<file path="src/rtl/dds_pkg.sv">
package dds_pkg;
  localparam int DDS_ALIGN_SH = 6;
  localparam int DDS_LEN_LSB  = 46;
  localparam int DDS_TYPE_LSB = 60;
  localparam int DDS_IRQ_BIT  = 59;
  localparam int DDS_RESV     = 3;
  localparam logic [3:0] DDS_T_COPY = 4'd1;
  localparam logic [3:0] DDS_T_STAT = 4'd2;

  typedef enum logic [2:0] {
    S_IDLE, S_SIZE, S_COPY, S_FENCE, S_INT0, S_INT1, S_DONE
  } dds_state_e;

  function automatic logic [127:0] dds_copy_desc(logic [63:0] src, logic [63:0] dst,
                                                 logic [63:0] nbytes);
    logic [63:0] w0;
    logic [63:0] w1;
    w0 = src | ((nbytes >> DDS_ALIGN_SH) << DDS_LEN_LSB);
    w1 = dst | (64'(DDS_T_COPY) << DDS_TYPE_LSB);
    return {w1, w0};
  endfunction

  function automatic logic [127:0] dds_stat_desc(logic [63:0] addr, logic irq);
    logic [63:0] w1;
    w1 = addr | (64'(DDS_T_STAT) << DDS_TYPE_LSB) | (64'(irq) << DDS_IRQ_BIT);
    return {w1, 64'd0};
  endfunction
endpackage

</file>
<file path="src/rtl/dds_ring_space.sv">
module dds_ring_space #(
  parameter int RING_AW = 7
) (
  input  logic [RING_AW-1:0] head,
  input  logic [RING_AW-1:0] tail,
  output logic [RING_AW:0]   free_slots
);
  localparam logic [RING_AW:0] RING_N = (RING_AW+1)'(1) << RING_AW;

  logic [RING_AW:0] head_x;
  logic [RING_AW:0] tail_x;

  assign head_x = {1'b0, head};
  assign tail_x = {1'b0, tail};

  // one slot always stays empty so that full and empty differ
  always_comb begin
    if (head_x >= tail_x) free_slots = tail_x + RING_N - head_x - 1'b1;
    else                  free_slots = tail_x - head_x - 1'b1;
  end
endmodule

</file>
<file path="src/rtl/dds_chunk_sizer.sv">
module dds_chunk_sizer #(
  parameter int LEN_W  = 32,
  parameter int FREE_W = 8,
  parameter int RESV   = 3
) (
  input  logic              clk,
  input  logic              rst_n,
  input  logic              start,
  input  logic [LEN_W-1:0]  len,
  input  logic [LEN_W-1:0]  max_len,
  input  logic [FREE_W-1:0] free_slots,
  output logic              done,
  output logic              fits
);
  localparam int CNT_W = FREE_W + 1;
  localparam logic [CNT_W-1:0] RESV_V = CNT_W'(RESV);

  logic [LEN_W-1:0]  rem_q;
  logic [CNT_W-1:0]  cnt_q;
  logic [FREE_W-1:0] free_q;
  logic              busy_q;
  logic [LEN_W-1:0]  step;
  logic [CNT_W-1:0]  free_x;

  assign step   = (rem_q < max_len) ? rem_q : max_len;
  assign free_x = {1'b0, free_q};

  // counts chunks one per cycle and stops early once the need exceeds the space
  always_ff @(posedge clk) begin
    if (!rst_n) begin
      rem_q  <= '0;
      cnt_q  <= '0;
      free_q <= '0;
      busy_q <= 1'b0;
      done   <= 1'b0;
      fits   <= 1'b0;
    end else begin
      done <= 1'b0;
      if (start) begin
        rem_q  <= len;
        cnt_q  <= '0;
        free_q <= free_slots;
        busy_q <= 1'b1;
      end else if (busy_q) begin
        if (rem_q == '0) begin
          busy_q <= 1'b0;
          done   <= 1'b1;
          fits   <= (cnt_q + RESV_V) <= free_x;
        end else if ((cnt_q + RESV_V + 1'b1) > free_x) begin
          busy_q <= 1'b0;
          done   <= 1'b1;
          fits   <= 1'b0;
        end else begin
          cnt_q <= cnt_q + 1'b1;
          rem_q <= rem_q - step;
        end
      end
    end
  end
endmodule

</file>
<file path="src/rtl/dds_head_pub.sv">
module dds_head_pub #(
  parameter int RING_AW = 7,
  parameter int HWM     = 4
) (
  input  logic               clk,
  input  logic               rst_n,
  input  logic               submit,
  input  logic [RING_AW-1:0] submit_idx,
  input  logic               issue_req,
  output logic               pub_valid,
  output logic [RING_AW-1:0] pub_value
);
  localparam logic [RING_AW-1:0] HWM_V = RING_AW'(HWM);

  logic [RING_AW-1:0] sub_q;
  logic [RING_AW-1:0] iss_q;
  logic [RING_AW-1:0] pend;
  logic               go;

  assign pend = sub_q - iss_q;
  assign go   = (pend > HWM_V) || (issue_req && (pend != '0));

  always_ff @(posedge clk) begin
    if (!rst_n) begin
      sub_q     <= '0;
      iss_q     <= '0;
      pub_valid <= 1'b0;
      pub_value <= '0;
    end else begin
      if (submit) sub_q <= submit_idx;
      pub_valid <= go;
      if (go) begin
        iss_q     <= sub_q;
        pub_value <= sub_q;
      end
    end
  end
endmodule

</file>
<file path="src/rtl/dma_desc_splitter.sv">
module dma_desc_splitter #(
  parameter int ADDR_W  = 40,
  parameter int LEN_W   = 32,
  parameter int RING_AW = 7,
  parameter int HWM     = 4
) (
  input  logic               clk,
  input  logic               rst_n,
  input  logic               big_chunk,
  input  logic [ADDR_W-1:0]  stat_addr,
  input  logic [RING_AW-1:0] tail_idx,
  input  logic               issue_req,
  input  logic               req_valid,
  output logic               req_ready,
  input  logic [ADDR_W-1:0]  req_src,
  input  logic [ADDR_W-1:0]  req_dst,
  input  logic [LEN_W-1:0]   req_len,
  input  logic               req_fence,
  input  logic               req_intr,
  output logic               rsp_valid,
  output logic               rsp_err,
  output logic               dw_valid,
  input  logic               dw_ready,
  output logic [RING_AW-1:0] dw_idx,
  output logic [127:0]       dw_data,
  output logic               head_wr_valid,
  output logic [RING_AW-1:0] head_wr_value
);
  import dds_pkg::*;

  localparam int FREE_W = RING_AW + 1;
  localparam logic [LEN_W-1:0] MAX_BIG   = LEN_W'((1 << 20) - (1 << DDS_ALIGN_SH));
  localparam logic [LEN_W-1:0] MAX_SMALL = LEN_W'(1 << 19);

  dds_state_e         state_q;
  logic [ADDR_W-1:0]  src_q;
  logic [ADDR_W-1:0]  dst_q;
  logic [LEN_W-1:0]   rem_q;
  logic [LEN_W-1:0]   max_q;
  logic               fence_q;
  logic               intr_q;
  logic               err_q;
  logic [RING_AW-1:0] head_q;
  logic [FREE_W-1:0]  free_slots;
  logic               sz_start;
  logic               sz_done;
  logic               sz_fits;
  logic               bad_req;
  logic [LEN_W-1:0]   cur_len;
  logic               wr_fire;

  function automatic dds_state_e after_copy(logic f, logic i);
    if (f)      return S_FENCE;
    else if (i) return S_INT0;
    else        return S_DONE;
  endfunction

  assign bad_req = (|req_src[DDS_ALIGN_SH-1:0]) | (|req_dst[DDS_ALIGN_SH-1:0])
                 | (|req_len[DDS_ALIGN_SH-1:0])
                 | ((req_len == '0) && !req_fence && !req_intr);
  assign req_ready = (state_q == S_IDLE);
  assign sz_start  = req_valid && req_ready && !bad_req;
  assign cur_len   = (rem_q < max_q) ? rem_q : max_q;
  assign wr_fire   = dw_valid && dw_ready;
  assign dw_idx    = head_q;
  assign rsp_valid = (state_q == S_DONE);
  assign rsp_err   = err_q;

  dds_ring_space #(.RING_AW(RING_AW)) u_space (
    .head       (head_q),
    .tail       (tail_idx),
    .free_slots (free_slots)
  );

  dds_chunk_sizer #(.LEN_W(LEN_W), .FREE_W(FREE_W), .RESV(DDS_RESV)) u_sizer (
    .clk        (clk),
    .rst_n      (rst_n),
    .start      (sz_start),
    .len        (req_len),
    .max_len    (big_chunk ? MAX_BIG : MAX_SMALL),
    .free_slots (free_slots),
    .done       (sz_done),
    .fits       (sz_fits)
  );

  dds_head_pub #(.RING_AW(RING_AW), .HWM(HWM)) u_pub (
    .clk        (clk),
    .rst_n      (rst_n),
    .submit     (state_q == S_DONE && !err_q),
    .submit_idx (head_q),
    .issue_req  (issue_req),
    .pub_valid  (head_wr_valid),
    .pub_value  (head_wr_value)
  );

  always_comb begin
    dw_valid = 1'b0;
    dw_data  = '0;
    unique case (state_q)
      S_COPY: begin
        dw_valid = 1'b1;
        dw_data  = dds_copy_desc(64'(src_q), 64'(dst_q), 64'(cur_len));
      end
      S_FENCE, S_INT0: begin
        dw_valid = 1'b1;
        dw_data  = dds_stat_desc(64'(stat_addr), 1'b0);
      end
      S_INT1: begin
        dw_valid = 1'b1;
        dw_data  = dds_stat_desc(64'(stat_addr), 1'b1);
      end
      default: ;
    endcase
  end

  always_ff @(posedge clk) begin
    if (!rst_n) begin
      state_q <= S_IDLE;
      src_q   <= '0;
      dst_q   <= '0;
      rem_q   <= '0;
      max_q   <= '0;
      fence_q <= 1'b0;
      intr_q  <= 1'b0;
      err_q   <= 1'b0;
      head_q  <= '0;
    end else begin
      unique case (state_q)
        S_IDLE: if (req_valid) begin
          src_q   <= req_src;
          dst_q   <= req_dst;
          rem_q   <= req_len;
          max_q   <= big_chunk ? MAX_BIG : MAX_SMALL;
          fence_q <= req_fence;
          intr_q  <= req_intr;
          err_q   <= bad_req;
          state_q <= bad_req ? S_DONE : S_SIZE;
        end
        S_SIZE: if (sz_done) begin
          if (!sz_fits) begin
            err_q   <= 1'b1;
            state_q <= S_DONE;
          end else if (rem_q != '0) begin
            state_q <= S_COPY;
          end else begin
            state_q <= after_copy(fence_q, intr_q);
          end
        end
        S_COPY: if (wr_fire) begin
          head_q <= head_q + 1'b1;
          src_q  <= src_q + ADDR_W'(cur_len);
          dst_q  <= dst_q + ADDR_W'(cur_len);
          rem_q  <= rem_q - cur_len;
          if (rem_q == cur_len) state_q <= after_copy(fence_q, intr_q);
        end
        S_FENCE: if (wr_fire) begin
          head_q  <= head_q + 1'b1;
          state_q <= intr_q ? S_INT0 : S_DONE;
        end
        S_INT0: if (wr_fire) begin
          head_q  <= head_q + 1'b1;
          state_q <= S_INT1;
        end
        S_INT1: if (wr_fire) begin
          head_q  <= head_q + 1'b1;
          state_q <= S_DONE;
        end
        S_DONE: state_q <= S_IDLE;
        default: state_q <= S_IDLE;
      endcase
    end
  end
endmodule

</file>
<file path="config.mk">
export PLATFORM = sky130hd
export DESIGN_NAME = dma_desc_splitter
export DESIGN_NICKNAME = d
export VERILOG_FILES = /design/src/rtl/dds_pkg.sv /design/src/rtl/dds_ring_space.sv /design/src/rtl/dds_chunk_sizer.sv /design/src/rtl/dds_head_pub.sv /design/src/rtl/dma_desc_splitter.sv
export SDC_FILE = /design/constraint.sdc
export NUM_CORES = 1
export LEC_CHECK = 0
export CORE_MARGIN = 4
export CORE_UTILIZATION = 35
export DETAILED_ROUTE_END_ITERATION = 7
export SYNTH_ARGS = -nofsm -noshare
export SYNTH_HDL_FRONTEND = slang
export SYNTH_SLANG_ARGS = --single-unit
</file>
<file path="constraint.sdc">
create_clock -name clk -period 7.2 [get_ports clk]
set_clock_uncertainty 0.15 [all_clocks]
set_input_delay 1.44 -clock clk [delete_from_list [all_inputs] [get_ports clk]]
set_output_delay 1.44 -clock clk [all_outputs]
set_load 0.05 [all_outputs]
</file>
==> qor.log, run 1 <==
INFO  routing        drt_first_iter_violations=1673
INFO  power_and_ir_drop static-leakage-power=8.68nW
INFO  grt            groute.layer.met3.usage=3.86%
INFO  sta            timing.slew.headroom=20.9%
INFO  logic_synthesis synthMostInstantiatedCell=sky130_fd_sc_hd__a21oi_1
INFO  routing        num_vias=18300
INFO  floorplan      die-area=0.0527mm2
INFO  worst_setup_path data_arrival_time_of_the_worst_path=6600ps
INFO  clocking       clock-root-buffer=sky130_fd_sc_hd__clkbuf_16
INFO  clocking       clock_slew_at_reported_path_ffs=80ps
INFO  logic_synthesis post_synth_num_cell_types=84
INFO  sta            worst_hold_slack=311ps
INFO  logic_synthesis synth_top_flop_cell=sky130_fd_sc_hd__dfxtp_1
INFO  floorplan      die-height=229um
INFO  worst_setup_path cp_num_buf_inv=2
INFO  logic_synthesis warnings_synthesis=0
INFO  grt            groute.layer.met1.usage=32.5%
INFO  worst_setup_path worst-r2r-cell-count=21
INFO  clocking       cts_setup_buffers=0
INFO  floorplan      num_rows=80
INFO  clocking       clock_sink_count=194
INFO  logic_synthesis synth.area.top_cells=sky130_fd_sc_hd__dfxtp_1 23%, sky130_fd_sc_hd__ha_1 11%, sky130_fd_sc_hd__a21oi_1 7.8%
INFO  worst_setup_path worst_path_max_delay_cell=sky130_fd_sc_hd__nor2_1
INFO  min_path       min-delay-start=intr_q
INFO  worst_setup_path worst_path_dominant_cell_family=compound AO/OA/AOI/OAI gates
INFO  place          place.port_buffers=282
INFO  clocking       cts-root-to-sink-buffers=2
INFO  logic_synthesis ys_ff_latch=194
INFO  routing        detail_route.first_pass.iterations=5
INFO  worst_setup_path launch_point_of_the_worst_reg_to_reg_path=max_q[18]
INFO  floorplan      design.portCount=314
INFO  power_and_ir_drop power_per_cell_area=368mW/mm2
INFO  sta            timing.final.max_slew_violations=0
INFO  sta            report.final.setup_viol=0
INFO  floorplan      initial_core_util=35.7%
INFO  min_path       hp-class=register to register
INFO  worst_setup_path path_max_fanout=13
INFO  run            drv_cap=0
INFO  grt            grt_max_degree=97
INFO  clocking       cts_hold_fix_bufs=0
INFO  grt            grt.met2_usage=36.8%
INFO  logic_synthesis ys_seq_area_share=22.6%
INFO  logic_synthesis netlist.area_leader.share=22.6%
INFO  logic_synthesis muxShareOfSynthArea=1.29%
INFO  logic_synthesis netlist_top_cells_count=266 x sky130_fd_sc_hd__a21oi_1, 240 x sky130_fd_sc_hd__nand2_1, 201 x sky130_fd_sc_hd__nor2_1, 194 x sky130_fd_sc_hd__dfxtp_1, 158 x sky130_fd_sc_hd__o21ai_0
INFO  worst_setup_path timing.rr.end=dst_q[39]
INFO  clocking       insertion_delay=500ps
INFO  worst_setup_path critPathRequiredTime=7410ps
INFO  grt            grt_most_used_layer=met2
INFO  sta            final_hold_viol_count=0
INFO  sta            worst_pin_slew=1180ps
INFO  logic_synthesis post_synth_fa_ha_maj_area_fraction=11.7%
INFO  logic_synthesis syn_avg_cell_area=7.33um2
INFO  clocking       cts.repair.resized=0
INFO  grt            grt_pass1_vias=17400
INFO  grt            initial_antenna_violation_count=1
INFO  worst_setup_path startpoint_type=register
INFO  logic_synthesis largest_family_of_logic_cells_by_synthesized_area=compound AO/OA/AOI/OAI gates
INFO  routing        routed_wire_length_per_instance=19.9um
INFO  layout         finalNetCount=2881
INFO  place          final_weighted_congestion_in_routability_driven_placement=0.969
INFO  routing        drc_errors=0
INFO  routing        route.antenna.remaining_nets=0
INFO  grt            grt_overflow_total=0
INFO  min_path       worst_case_hold_path_end_point=intr_q
INFO  grt            grt_pass1_wl=99.2mm
INFO  grt            gr-usage-all-layers=23.4%
INFO  worst_setup_path crit_path_cell_trace=inv_1 -> ha_1 -> nand4_1 -> o41a_1 -> a21o_1 -> and2_1 -> nor2_1 -> a21oi_1 -> inv_1 -> ha_1 -> and3_1 -> and2_1 -> a21oi_1 -> nand2_1 -> a211o_1 -> o31ai_1 -> a31oi_1 -> a41oi_1 -> mux2i_1 -> a222oi_1 -> nor2_1
INFO  floorplan      coreArea=0.0481mm2
INFO  layout         drive_above_1_share=3.58%
INFO  worst_setup_path critical_path_class=register to register
INFO  layout         fillers=4887
INFO  min_path       worstHoldPathCells=2
INFO  routing        drt-total-wl=64.1mm
INFO  power_and_ir_drop worst_ir_drop_vdd=0.271mV
INFO  logic_synthesis synth-xor-area-share=6.02%
INFO  sta            max_freq=157MHz
INFO  sta            setup_repair_after_global_routing_missed_its_margin=no
INFO  logic_synthesis synthDominantAreaCellType=sky130_fd_sc_hd__dfxtp_1
INFO  place          detailed_place_hpwl=48.7mm
INFO  routing        drt-vias-per-instance=5.69
INFO  layout         area_growth=22.9%
INFO  worst_setup_path timing.reg2reg.setup_slack=810ps
INFO  clocking       clock_tree.htree_level_count=4
INFO  sta            layout_min_cycle_time=6390ps
INFO  logic_synthesis share_of_the_synthesized_area_in_compound_gates_ao_oa_aoi_oai=29.3%
INFO  logic_synthesis netlist_area=0.0172mm2
INFO  worst_setup_path worst_setup_path_end_kind=register
INFO  outcome        result_of_the_run=complete, no violations
INFO  floorplan      die-width=229um
INFO  worst_setup_path crit_path_max_incr_delay=640ps
INFO  logic_synthesis post_synth_inst_count=2341
INFO  clocking       cts_tree=yes
INFO  sta            setup_total_negative_slack=0ps
INFO  sta            final_min_period_over_clock_period=88.7%
INFO  clocking       cts_made_buffers=17
INFO  logic_synthesis synth_simple_gate_area_share=22.8%
INFO  logic_synthesis synth-async-reset-ratio=0%
INFO  logic_synthesis synth_edf_count=0
## logic make-up (layout without fill, tap and decap cells)
logic type               Yosys count  in the layout
adder cells (fa/ha/maj)          159            159
other                              2             58
AO/OA/AOI/OAI                    785            785
flip-flops                       194            194
XOR/XNOR                         118            118
buffers and inverters            252            425
multiplexers                      22             22
AND/OR/NAND/NOR                  809            809
## layout make-up
class                      instances  area (um2)  share of cell area, %
clock buffer                      17         425                   2.02
multi-input combinational       1950       12500                   59.1
inverter                          85         323                   1.53
sequential                       194        3880                   18.4
tap                              656         821                   3.89
timing repair buffer             308        3010                   14.3
antenna                            1        2.50                 0.0119
clock inverter                    15         170                  0.807
## where the power goes
group	total, mW	switching (mW)	internal [mW]
registers	1.74	0.400	1.34
clock network	1.04	0.518	0.522
logic	4.98	3.16	1.82
total	7.76	4.08	3.68
## state kept, by name, summed over array words and instances, names as in the netlist, 2 cells and up
name             count
u_sizer.cnt_q        9
dst_q               40
max_q                2
src_q               40
u_pub.sub_q          7
state_q              3
dw_idx               7
u_pub.pub_value      7
u_sizer.free_q       8
rem_q               32
u_sizer.rem_q       32
## worst reg2reg max path, stage by stage (launching register included)
cell,delay (ps)
sky130_fd_sc_hd__dfxtp_1,360
sky130_fd_sc_hd__inv_1,210
sky130_fd_sc_hd__ha_1,380
sky130_fd_sc_hd__nand4_1,130
sky130_fd_sc_hd__o41a_1,460
sky130_fd_sc_hd__a21o_1,320
sky130_fd_sc_hd__and2_1,220
sky130_fd_sc_hd__nor2_1,640
sky130_fd_sc_hd__a21oi_1,240
sky130_fd_sc_hd__inv_1,160
sky130_fd_sc_hd__ha_1,280
sky130_fd_sc_hd__and3_1,170
sky130_fd_sc_hd__and2_1,160
sky130_fd_sc_hd__a21oi_1,140
sky130_fd_sc_hd__nand2_1,130
sky130_fd_sc_hd__a211o_1,330
sky130_fd_sc_hd__o31ai_1,410
sky130_fd_sc_hd__a31oi_1,280
sky130_fd_sc_hd__a41oi_1,570
sky130_fd_sc_hd__mux2i_1,160
sky130_fd_sc_hd__a222oi_1,290
sky130_fd_sc_hd__nor2_1,60
## through the flow
step           setup WS (ps)  cell area, um2  instances  util (%)  total power [mW]
2_1_floorplan           1380           17400       2396         -              5.21
6_report                 814           21100       3226      43.8              7.76
4_1_cts                  852           21100       3225      43.8              7.70
3_3_place_gp             773           20500       3193      42.6              6.59
5_1_grt                  417           21100       3226      43.8              8.31
3_5_place_dp             570           20500       3193      42.6              6.63
## metal layers
layer  vias up  part of all wire, %  routed length (um)
li1       8886                    -                   -
met1      8726                   46               29800
met2       636                   45               28800
met3        97                  6.1                3910
met4         0                  2.5                1620
met5         -                    0                   0
## cell usage in the layout, fill, tap and decap left out, types with 31 or more instances in the layout
cell type                           n
sky130_fd_sc_hd__ha_1             156
sky130_fd_sc_hd__a21o_1            68
sky130_fd_sc_hd__o21ai_0          158
sky130_fd_sc_hd__nand3_1           60
sky130_fd_sc_hd__xnor2_1           74
sky130_fd_sc_hd__dfxtp_1          194
sky130_fd_sc_hd__nor3_1            46
sky130_fd_sc_hd__conb_1            57
sky130_fd_sc_hd__a31oi_1           31
sky130_fd_sc_hd__a22o_1            41
sky130_fd_sc_hd__nand4_1           42
sky130_fd_sc_hd__nor2_1           200
sky130_fd_sc_hd__inv_1             82
sky130_fd_sc_hd__clkdlybuf4s50_1  281
sky130_fd_sc_hd__and2_1            57
sky130_fd_sc_hd__a21oi_1          266
sky130_fd_sc_hd__and3_1            31
sky130_fd_sc_hd__xor2_1            44
sky130_fd_sc_hd__nand2_1          239
## worst max path at each step
stage | from | end | cells after the start
5_1_grt | max_q[18] | src_q[35] | 21
4_1_cts | max_q[18] | dw_data[50] | 10
3_5_place_dp | big_chunk | u_sizer.rem_q[25] | 21
6_report | max_q[18] | dst_q[39] | 21
2_1_floorplan | big_chunk | u_sizer.rem_q[22] | 20
3_3_place_gp | big_chunk | u_sizer.rem_q[31] | 22
Power figures use the tool's default switching activity.
==> run 2: changes to the inputs <==
--- a/config.mk
+++ b/config.mk
@@ -5,8 +5,9 @@
 export SDC_FILE = /design/constraint.sdc
 export NUM_CORES = 1
 export LEC_CHECK = 0
-export CORE_MARGIN = 4
-export CORE_UTILIZATION = 35
+export CAP_MARGIN = 20
+export CORE_MARGIN = 3
+export CORE_UTILIZATION = 40
 export DETAILED_ROUTE_END_ITERATION = 7
 export SYNTH_ARGS = -nofsm -noshare
 export SYNTH_HDL_FRONTEND = slang
==> run 2 against run 1 <==
  * Final cell count fell by 3.5%
  * Register-to-register slack is essentially flat
  * Sequential share of layout area about the same
  * Die area shrank 14%
  * Sequential power is essentially flat
  * Combinational power is 0.8% higher
  * Via count is 0.35% lower
  * First-iteration DRC count shrank 7.8%
  * Routed wire length fell by 2.3%
  * Non-clock buffer count rose by 5
  * Critical path type unchanged
  * Largest cell class unchanged
==> qor.log, run 2 (synthesis results as in run 1) <==
INFO  outcome        result_of_the_run=complete, no violations
INFO  worst_setup_path launch_point_of_the_worst_reg_to_reg_path=max_q[18]
INFO  sta            layout_min_cycle_time=6400ps
INFO  grt            grt_overflow_total=0
INFO  routing        drt_first_iter_violations=1543
INFO  routing        route.antenna.remaining_nets=0
INFO  layout         antenna_cells_inserted=0
INFO  floorplan      die-width=213um
INFO  power_and_ir_drop switching_share_of_total_power=51.6%
INFO  clocking       clock-root-buffer=sky130_fd_sc_hd__clkbuf_16
INFO  sta            report.final.setup_viol=0
INFO  power_and_ir_drop static-leakage-power=8.74nW
INFO  grt            gr-usage-all-layers=26.9%
INFO  grt            grt_max_degree=147
INFO  worst_setup_path startpoint_type=register
INFO  layout         finalNetCount=2886
INFO  sta            setup_repair_after_global_routing_missed_its_margin=no
INFO  layout         final_cell_mix=281 x sky130_fd_sc_hd__clkdlybuf4s50_1, 266 x sky130_fd_sc_hd__a21oi_1, 239 x sky130_fd_sc_hd__nand2_1, 199 x sky130_fd_sc_hd__nor2_1, 194 x sky130_fd_sc_hd__dfxtp_1
INFO  power_and_ir_drop power_per_cell_area=373mW/mm2
INFO  sta            final_min_period_over_clock_period=88.9%
INFO  sta            setup_total_negative_slack=0ps
INFO  sta            max_freq=156MHz
INFO  floorplan      initial_core_util=40.7%
INFO  routing        drt-total-wl=62.6mm
INFO  grt            grt_pass1_vias=17200
INFO  worst_setup_path cp-endpoint=dst_q[39]
INFO  place          final_weighted_congestion_in_routability_driven_placement=0.936
INFO  floorplan      num_rows=75
INFO  worst_setup_path critPathRequiredTime=7410ps
INFO  power_and_ir_drop worst_ir_drop_vdd=0.206mV
INFO  place          detailed_place_hpwl=46.7mm
INFO  layout         area_growth=22.6%
INFO  clocking       cts_hold_fix_bufs=0
INFO  sta            timing.final.max_slew_violations=0
INFO  worst_setup_path timing.rr.end=dst_q[39]
INFO  power_and_ir_drop switchingPower=4.05mW
INFO  clocking       insertion_delay=490ps
INFO  routing        routed_wire_length_per_instance=20.1um
INFO  worst_setup_path path_max_fanout=13
INFO  routing        detail_route.first_pass.iterations=5
INFO  layout         reg_top3=dst_q: 40 flops, src_q: 40 flops
INFO  run            drv_cap=0
INFO  worst_setup_path data_arrival_time_of_the_worst_path=6610ps
INFO  routing        drt-vias-per-instance=5.87
INFO  layout         drive_above_1_share=3.81%
INFO  power_and_ir_drop power_report.internal_total=3.80mW
INFO  layout         layout.cells.most_common=sky130_fd_sc_hd__clkdlybuf4s50_1
INFO  worst_setup_path critical_path_class=register to register
INFO  floorplan      design.portCount=314
INFO  sta            final_hold_viol_count=0
INFO  layout         finalNonFillerCells=3113
INFO  worst_setup_path timing.reg2reg.setup_slack=800ps
INFO  floorplan      coreArea=0.0421mm2
INFO  grt            grt_pass1_wl=96.4mm
INFO  place          place.port_buffers=282
INFO  clocking       clock_sink_count=194
INFO  clocking       cts_setup_buffers=0
INFO  min_path       hp-class=register to register
INFO  floorplan      die-area=0.0454mm2
INFO  clocking       cts_tree=yes
INFO  clocking       cts_made_buffers=17
INFO  place          dp.cells=3080
INFO  power_and_ir_drop pwr-share-seq=22.1%
INFO  grt            initial_antenna_violation_count=1
INFO  power_and_ir_drop comb_power_share=64.0%
INFO  routing        drc_errors=0
INFO  clocking       cts-root-to-sink-buffers=2
INFO  clocking       clock_slew_at_reported_path_ffs=80ps
INFO  sta            worst_pin_slew=1020ps
INFO  power_and_ir_drop share_clk_of_total_power=14.0%
INFO  clocking       cts.repair.resized=0
INFO  worst_setup_path worst_setup_path_end_kind=register
INFO  floorplan      die-height=213um
INFO  worst_setup_path worst_setup_path_startpoint=max_q[18]
INFO  sta            timing.slew.headroom=31.8%
INFO  clocking       clock_tree.htree_level_count=4
INFO  routing        num_vias=18300
INFO  worst_setup_path worst-r2r-cell-count=21
[run 2: worst min path at each step]
stage                         to  depth (start not counted)               from  slack [ps]
3_5_place_dp    u_sizer.rem_q[5]                          1   u_sizer.rem_q[5]         290
5_1_grt        u_sizer.free_q[6]                          2  u_sizer.free_q[6]         320
2_1_floorplan   u_sizer.rem_q[5]                          1   u_sizer.rem_q[5]         270
6_report       u_sizer.free_q[5]                          2  u_sizer.free_q[5]         300
4_1_cts        u_sizer.free_q[5]                          2  u_sizer.free_q[5]         300
3_3_place_gp    u_sizer.rem_q[5]                          1   u_sizer.rem_q[5]         290
[run 2: power by group through the flow]
stage	clock (mW)	combinational (mW)	sequential, mW
floorplan	0	3.66	1.55
global placement	0	4.86	1.74
detailed placement	0	4.90	1.74
CTS	1.13	4.93	1.72
global route	1.17	5.48	1.76
finish	1.10	5.02	1.73
[run 2: final cells by class]
type	count	area [um2]
repair buffers	313	3060
clock buffers	19	443
clock inverters	13	205
inverters	85	323
multi-input cells	1950	12500
fillers	4152	21100
flip-flops and latches	194	3880
well taps	539	674
[run 2: metrics by stage]
stage          setup slack, ps  hold WS, ps  power (mW)  instance area (um2)  utilization [%]
5_1_grt                    194          323        8.41                21100             50.0
3_3_place_gp               828          290        6.60                20400             48.4
4_1_cts                    892          304        7.78                21100             50.0
2_1_floorplan             1380          270        5.21                17400                -
3_5_place_dp               683          286        6.64                20400             48.4
6_report                   801          302        7.85                21100             50.0
[run 2: worst max-delay path, cell delays in order (launching register included)]
cell	delay [ps]
sky130_fd_sc_hd__dfxtp_1	350
sky130_fd_sc_hd__inv_1	200
sky130_fd_sc_hd__ha_1	370
sky130_fd_sc_hd__nand4_1	150
sky130_fd_sc_hd__o41a_1	480
sky130_fd_sc_hd__a21o_1	310
sky130_fd_sc_hd__and2_1	220
sky130_fd_sc_hd__nor2_1	590
sky130_fd_sc_hd__a21oi_1	250
sky130_fd_sc_hd__inv_1	160
sky130_fd_sc_hd__ha_1	310
sky130_fd_sc_hd__a21oi_1	210
sky130_fd_sc_hd__o21ai_0	130
sky130_fd_sc_hd__a21oi_1	160
sky130_fd_sc_hd__o21ai_0	100
sky130_fd_sc_hd__a211o_1	310
sky130_fd_sc_hd__o31ai_1	430
sky130_fd_sc_hd__a31oi_1	310
sky130_fd_sc_hd__a41oi_1	540
sky130_fd_sc_hd__mux2i_1	150
sky130_fd_sc_hd__a222oi_1	300
sky130_fd_sc_hd__nor2_1	70
[run 2: metal layers]
| metal | routed length [um] | part of all wire [%] | GRT usage [%] | up-vias |
|---|---|---|---|---|
| met4 | 846 | 1.4 | 5.83 | 0 |
| met3 | 3750 | 6.0 | 5.11 | 54 |
| met2 | 28500 | 46 | 42.7 | 623 |
| li1 | - | - | - | 8897 |
| met1 | 29500 | 47 | 38.0 | 8707 |
| met5 | 0 | 0 | 0 | - |
==> run 3: changes to the inputs <==
--- a/config.mk
+++ b/config.mk
@@ -5,6 +5,7 @@
 export SDC_FILE = /design/constraint.sdc
 export NUM_CORES = 1
 export LEC_CHECK = 0
+export ABC_AREA = 1
 export CAP_MARGIN = 20
 export CORE_MARGIN = 3
 export CORE_UTILIZATION = 40
==> run 3 against run 2 <==
  * Combinational power rose by 34%
  * Die area up 7.8%
  * Area after synthesis rose by 8.0%
  * Critical path depth decreased by 10
  * Critical endpoint is now dw_data[47]
  * Critical path type is now register to output pin
  * Sequential power decreased by 6%
  * Utilization is 0.70 points lower
  * Non-clock buffer count down 19
  * Clock power is 6% lower
  * First-iteration DRC count down 4.3%
==> qor.log, run 3 <==
INFO  sta            setup_repair_after_global_routing_missed_its_margin=no
INFO  power_and_ir_drop p_total=9.38mW
INFO  logic_synthesis synth_top_flop_cell=sky130_fd_sc_hd__dfxtp_1
INFO  sta            worst_pin_slew=1040ps
INFO  worst_setup_path startpoint_type=register
INFO  routing        drt-vias-per-instance=5.33
INFO  sta            final_min_period_over_clock_period=81.1%
INFO  logic_synthesis synth_simple_gate_area_share=29.2%
INFO  grt            grt_pass1_wl=109mm
INFO  logic_synthesis synthMostInstantiatedCell=sky130_fd_sc_hd__nand2_1
INFO  clocking       clock-root-buffer=sky130_fd_sc_hd__clkbuf_16
INFO  grt            grt_max_degree=174
INFO  worst_setup_path path_max_fanout=24
INFO  routing        num_vias=20700
INFO  sta            setup_slack=1360ps
INFO  clocking       cts_setup_buffers=0
INFO  worst_setup_path worst_path_max_delay_cell=sky130_fd_sc_hd__clkdlybuf4s50_1
INFO  worst_setup_path data_arrival_time_of_the_worst_path=4250ps
INFO  worst_setup_path cp_num_buf_inv=2
INFO  grt            gr-usage-all-layers=27.8%
INFO  routing        drt-total-wl=70.1mm
INFO  clocking       clock_tree.htree_level_count=4
INFO  logic_synthesis syn_avg_cell_area=6.11um2
INFO  min_path       hp-class=register to register
INFO  worst_setup_path timing.reg2reg.setup_slack=1770ps
INFO  logic_synthesis ys_seq_area_share=20.9%
INFO  worst_setup_path critPathRequiredTime=5610ps
INFO  layout         fillers=4822
INFO  routing        drc_errors=0
INFO  routing        route.antenna.remaining_nets=0
INFO  logic_synthesis post_synth_inst_count=3033
INFO  worst_setup_path timing.rr.end=dst_q[38]
INFO  routing        detail_route.first_pass.iterations=6
INFO  floorplan      die-height=221um
INFO  power_and_ir_drop static-leakage-power=10.0nW
INFO  clocking       clock_slew_at_reported_path_ffs=90ps
INFO  clocking       cts.repair.resized=0
INFO  run            drv_cap=0
INFO  routing        routed_wire_length_per_instance=18.0um
INFO  logic_synthesis synth.area.top_cells=sky130_fd_sc_hd__dfxtp_1 21%, sky130_fd_sc_hd__nand2_1 12%, sky130_fd_sc_hd__ha_1 11%
INFO  place          final_weighted_congestion_in_routability_driven_placement=0.939
INFO  logic_synthesis largest_family_of_logic_cells_by_synthesized_area=simple AND/OR/NAND/NOR gates
INFO  clocking       cts_made_buffers=17
INFO  worst_setup_path worst-r2r-cell-count=23
INFO  floorplan      die-width=221um
INFO  layout         area_growth=21.1%
INFO  layout         postLayoutCellArea=0.0225mm2
INFO  worst_setup_path worst_setup_path_end_kind=output pin
INFO  floorplan      coreArea=0.0456mm2
INFO  floorplan      die-area=0.0490mm2
INFO  logic_synthesis post_synth_num_cell_types=64
INFO  logic_synthesis post_synth_fa_ha_maj_area_fraction=10.7%
INFO  logic_synthesis ys_ff_latch=194
INFO  worst_setup_path crit_path_cell_trace=inv_1 -> ha_1 -> a21o_1 -> nor2_1 -> nand3_1 -> nand2_1 -> nand2_4 -> nand2_1 -> o21ai_0 -> nor2_1 -> clkdlybuf4s50_1
INFO  worst_setup_path launch_point_of_the_worst_reg_to_reg_path=max_q[18]
INFO  layout         final_core_utilization=49.3%
INFO  logic_synthesis warnings_synthesis=0
INFO  grt            initial_antenna_violation_count=0
INFO  clocking       cts-root-to-sink-buffers=2
INFO  layout         antenna_cells_inserted=0
INFO  routing        drt_first_iter_violations=1476
INFO  clocking       cts_tree=yes
INFO  layout         reg_top3=dst_q: 40 flops, src_q: 40 flops
INFO  sta            max_freq=171MHz
INFO  grt            grt_overflow_total=0
INFO  sta            timing.final.max_slew_violations=0
INFO  min_path       min-delay-start=rem_q[21]
INFO  min_path       worstHoldPathCells=2
INFO  place          placement.cell_area=0.0218mm2
INFO  power_and_ir_drop power_per_cell_area=418mW/mm2
INFO  sta            final_hold_viol_count=0
INFO  logic_synthesis netlist_area=0.0185mm2
INFO  clocking       clock_sink_count=194
INFO  logic_synthesis netlist.area_leader.share=20.9%
INFO  sta            setup_total_negative_slack=0ps
INFO  logic_synthesis netlist_top_cells_count=585 x sky130_fd_sc_hd__nand2_1, 405 x sky130_fd_sc_hd__nor2_1, 404 x sky130_fd_sc_hd__inv_1, 350 x sky130_fd_sc_hd__a21oi_1, 222 x sky130_fd_sc_hd__o21ai_0
INFO  floorplan      design.portCount=314
INFO  sta            timing.slew.headroom=30.3%
INFO  clocking       insertion_delay=510ps
INFO  logic_synthesis share_of_the_synthesized_area_in_compound_gates_ao_oa_aoi_oai=23.2%
INFO  layout         ff_latch_area=0.00388mm2
INFO  layout         finalNetCount=3597
INFO  layout         drive_above_1_share=3.17%
INFO  logic_synthesis synth-xor-area-share=4.09%
INFO  floorplan      num_rows=78
INFO  logic_synthesis synth-async-reset-ratio=0%
INFO  logic_synthesis synthDominantAreaCellType=sky130_fd_sc_hd__dfxtp_1
INFO  place          detailed_place_hpwl=55.4mm
INFO  layout         multiInputGateArea=0.0127mm2
INFO  logic_synthesis muxShareOfSynthArea=0%
INFO  place          place.port_buffers=282
INFO  layout         layout.cells.most_common=sky130_fd_sc_hd__nand2_1
INFO  logic_synthesis synth_edf_count=0
INFO  outcome        result_of_the_run=complete, no violations
INFO  power_and_ir_drop worst_ir_drop_vdd=0.208mV
INFO  min_path       worst_case_hold_path_end_point=rem_q[21]
INFO  grt            grt_pass1_vias=19900
INFO  worst_setup_path crit_path_max_incr_delay=840ps
INFO  sta            layout_min_cycle_time=5840ps
INFO  layout         final_cell_mix=585 x sky130_fd_sc_hd__nand2_1, 404 x sky130_fd_sc_hd__nor2_1, 403 x sky130_fd_sc_hd__inv_1, 349 x sky130_fd_sc_hd__a21oi_1, 281 x sky130_fd_sc_hd__clkdlybuf4s50_1
INFO  floorplan      initial_core_util=40.7%
INFO  sta            report.final.setup_viol=0
INFO  worst_setup_path worst_path_dominant_cell_family=simple AND/OR/NAND/NOR gates
INFO  worst_setup_path critical_path_class=register to output pin
INFO  place          place_worst_setup_slack=953ps
INFO  clocking       cts_hold_fix_bufs=0
==> run 3: worst max-delay path by stage <==
stage / slack, ps / endpoint / startpoint / cells after the start
floorplan: 2060 / u_sizer.rem_q[27] / big_chunk / 28
global placement: 1010 / u_sizer.rem_q[27] / big_chunk / 29
detailed placement: 950 / u_sizer.rem_q[27] / big_chunk / 29
CTS: 1350 / dw_data[47] / max_q[18] / 11
global route: 960 / u_sizer.rem_q[27] / big_chunk / 29
finish: 1360 / dw_data[47] / max_q[18] / 11
==> run 3: layout make-up <==
class,instances,area share [%]
multi-input cells,2349,56.6
repair buffers,294,13.1
inverters,416,7.00
clock inverters,15,0.819
well taps,600,3.34
clock buffers,17,1.89
flip-flops and latches,194,17.3
==> run 3: worst reg2reg max path: cells and delay by family, from the launching register on <==
| kind | cells | cell delay, ps |
|---|---|---|
| AO/OA/AOI/OAI | 7 | 2030 |
| AND/OR/NAND/NOR | 11 | 1330 |
| adder cells (fa/ha/maj) | 2 | 820 |
| buffers and inverters | 3 | 610 |
| flip-flops | 1 | 430 |
==> run 3: report_power, final <==
group / switching, mW / total, mW / internal (mW)
Sequential: 0.293 / 1.62 / 1.33
Combinational: 4.65 / 6.73 / 2.07
Clock: 0.559 / 1.03 / 0.473
==> run 3: kinds of logic (layout without fill, tap and decap cells) <==
logic type	count (synthesis)	after routing
compound gates	769	769
xor+xnor	84	84
fa+ha+maj	158	158
buf+inv	545	742
flops	194	194
other cells	2	57
simple gates	1281	1281
==> run 3: stage by stage <==
step | hold WS [ps] | instances
global placement | 318 | 3853
finish | 337 | 3885
detailed placement | 325 | 3853
CTS | 339 | 3885
floorplan | 301 | 3088
global route | 357 | 3885
==> run 3: layer usage <==
| metal | up-vias | GRT usage, % | wire length, um |
|---|---|---|---|
| met5 | - | 0 | 0 |
| li1 | 10500 | - | - |
| met1 | 9590 | 36.5 | 32300 |
| met2 | 540 | 46.8 | 32700 |
| met4 | 0 | 8.00 | 1620 |
| met3 | 76 | 4.86 | 3460 |
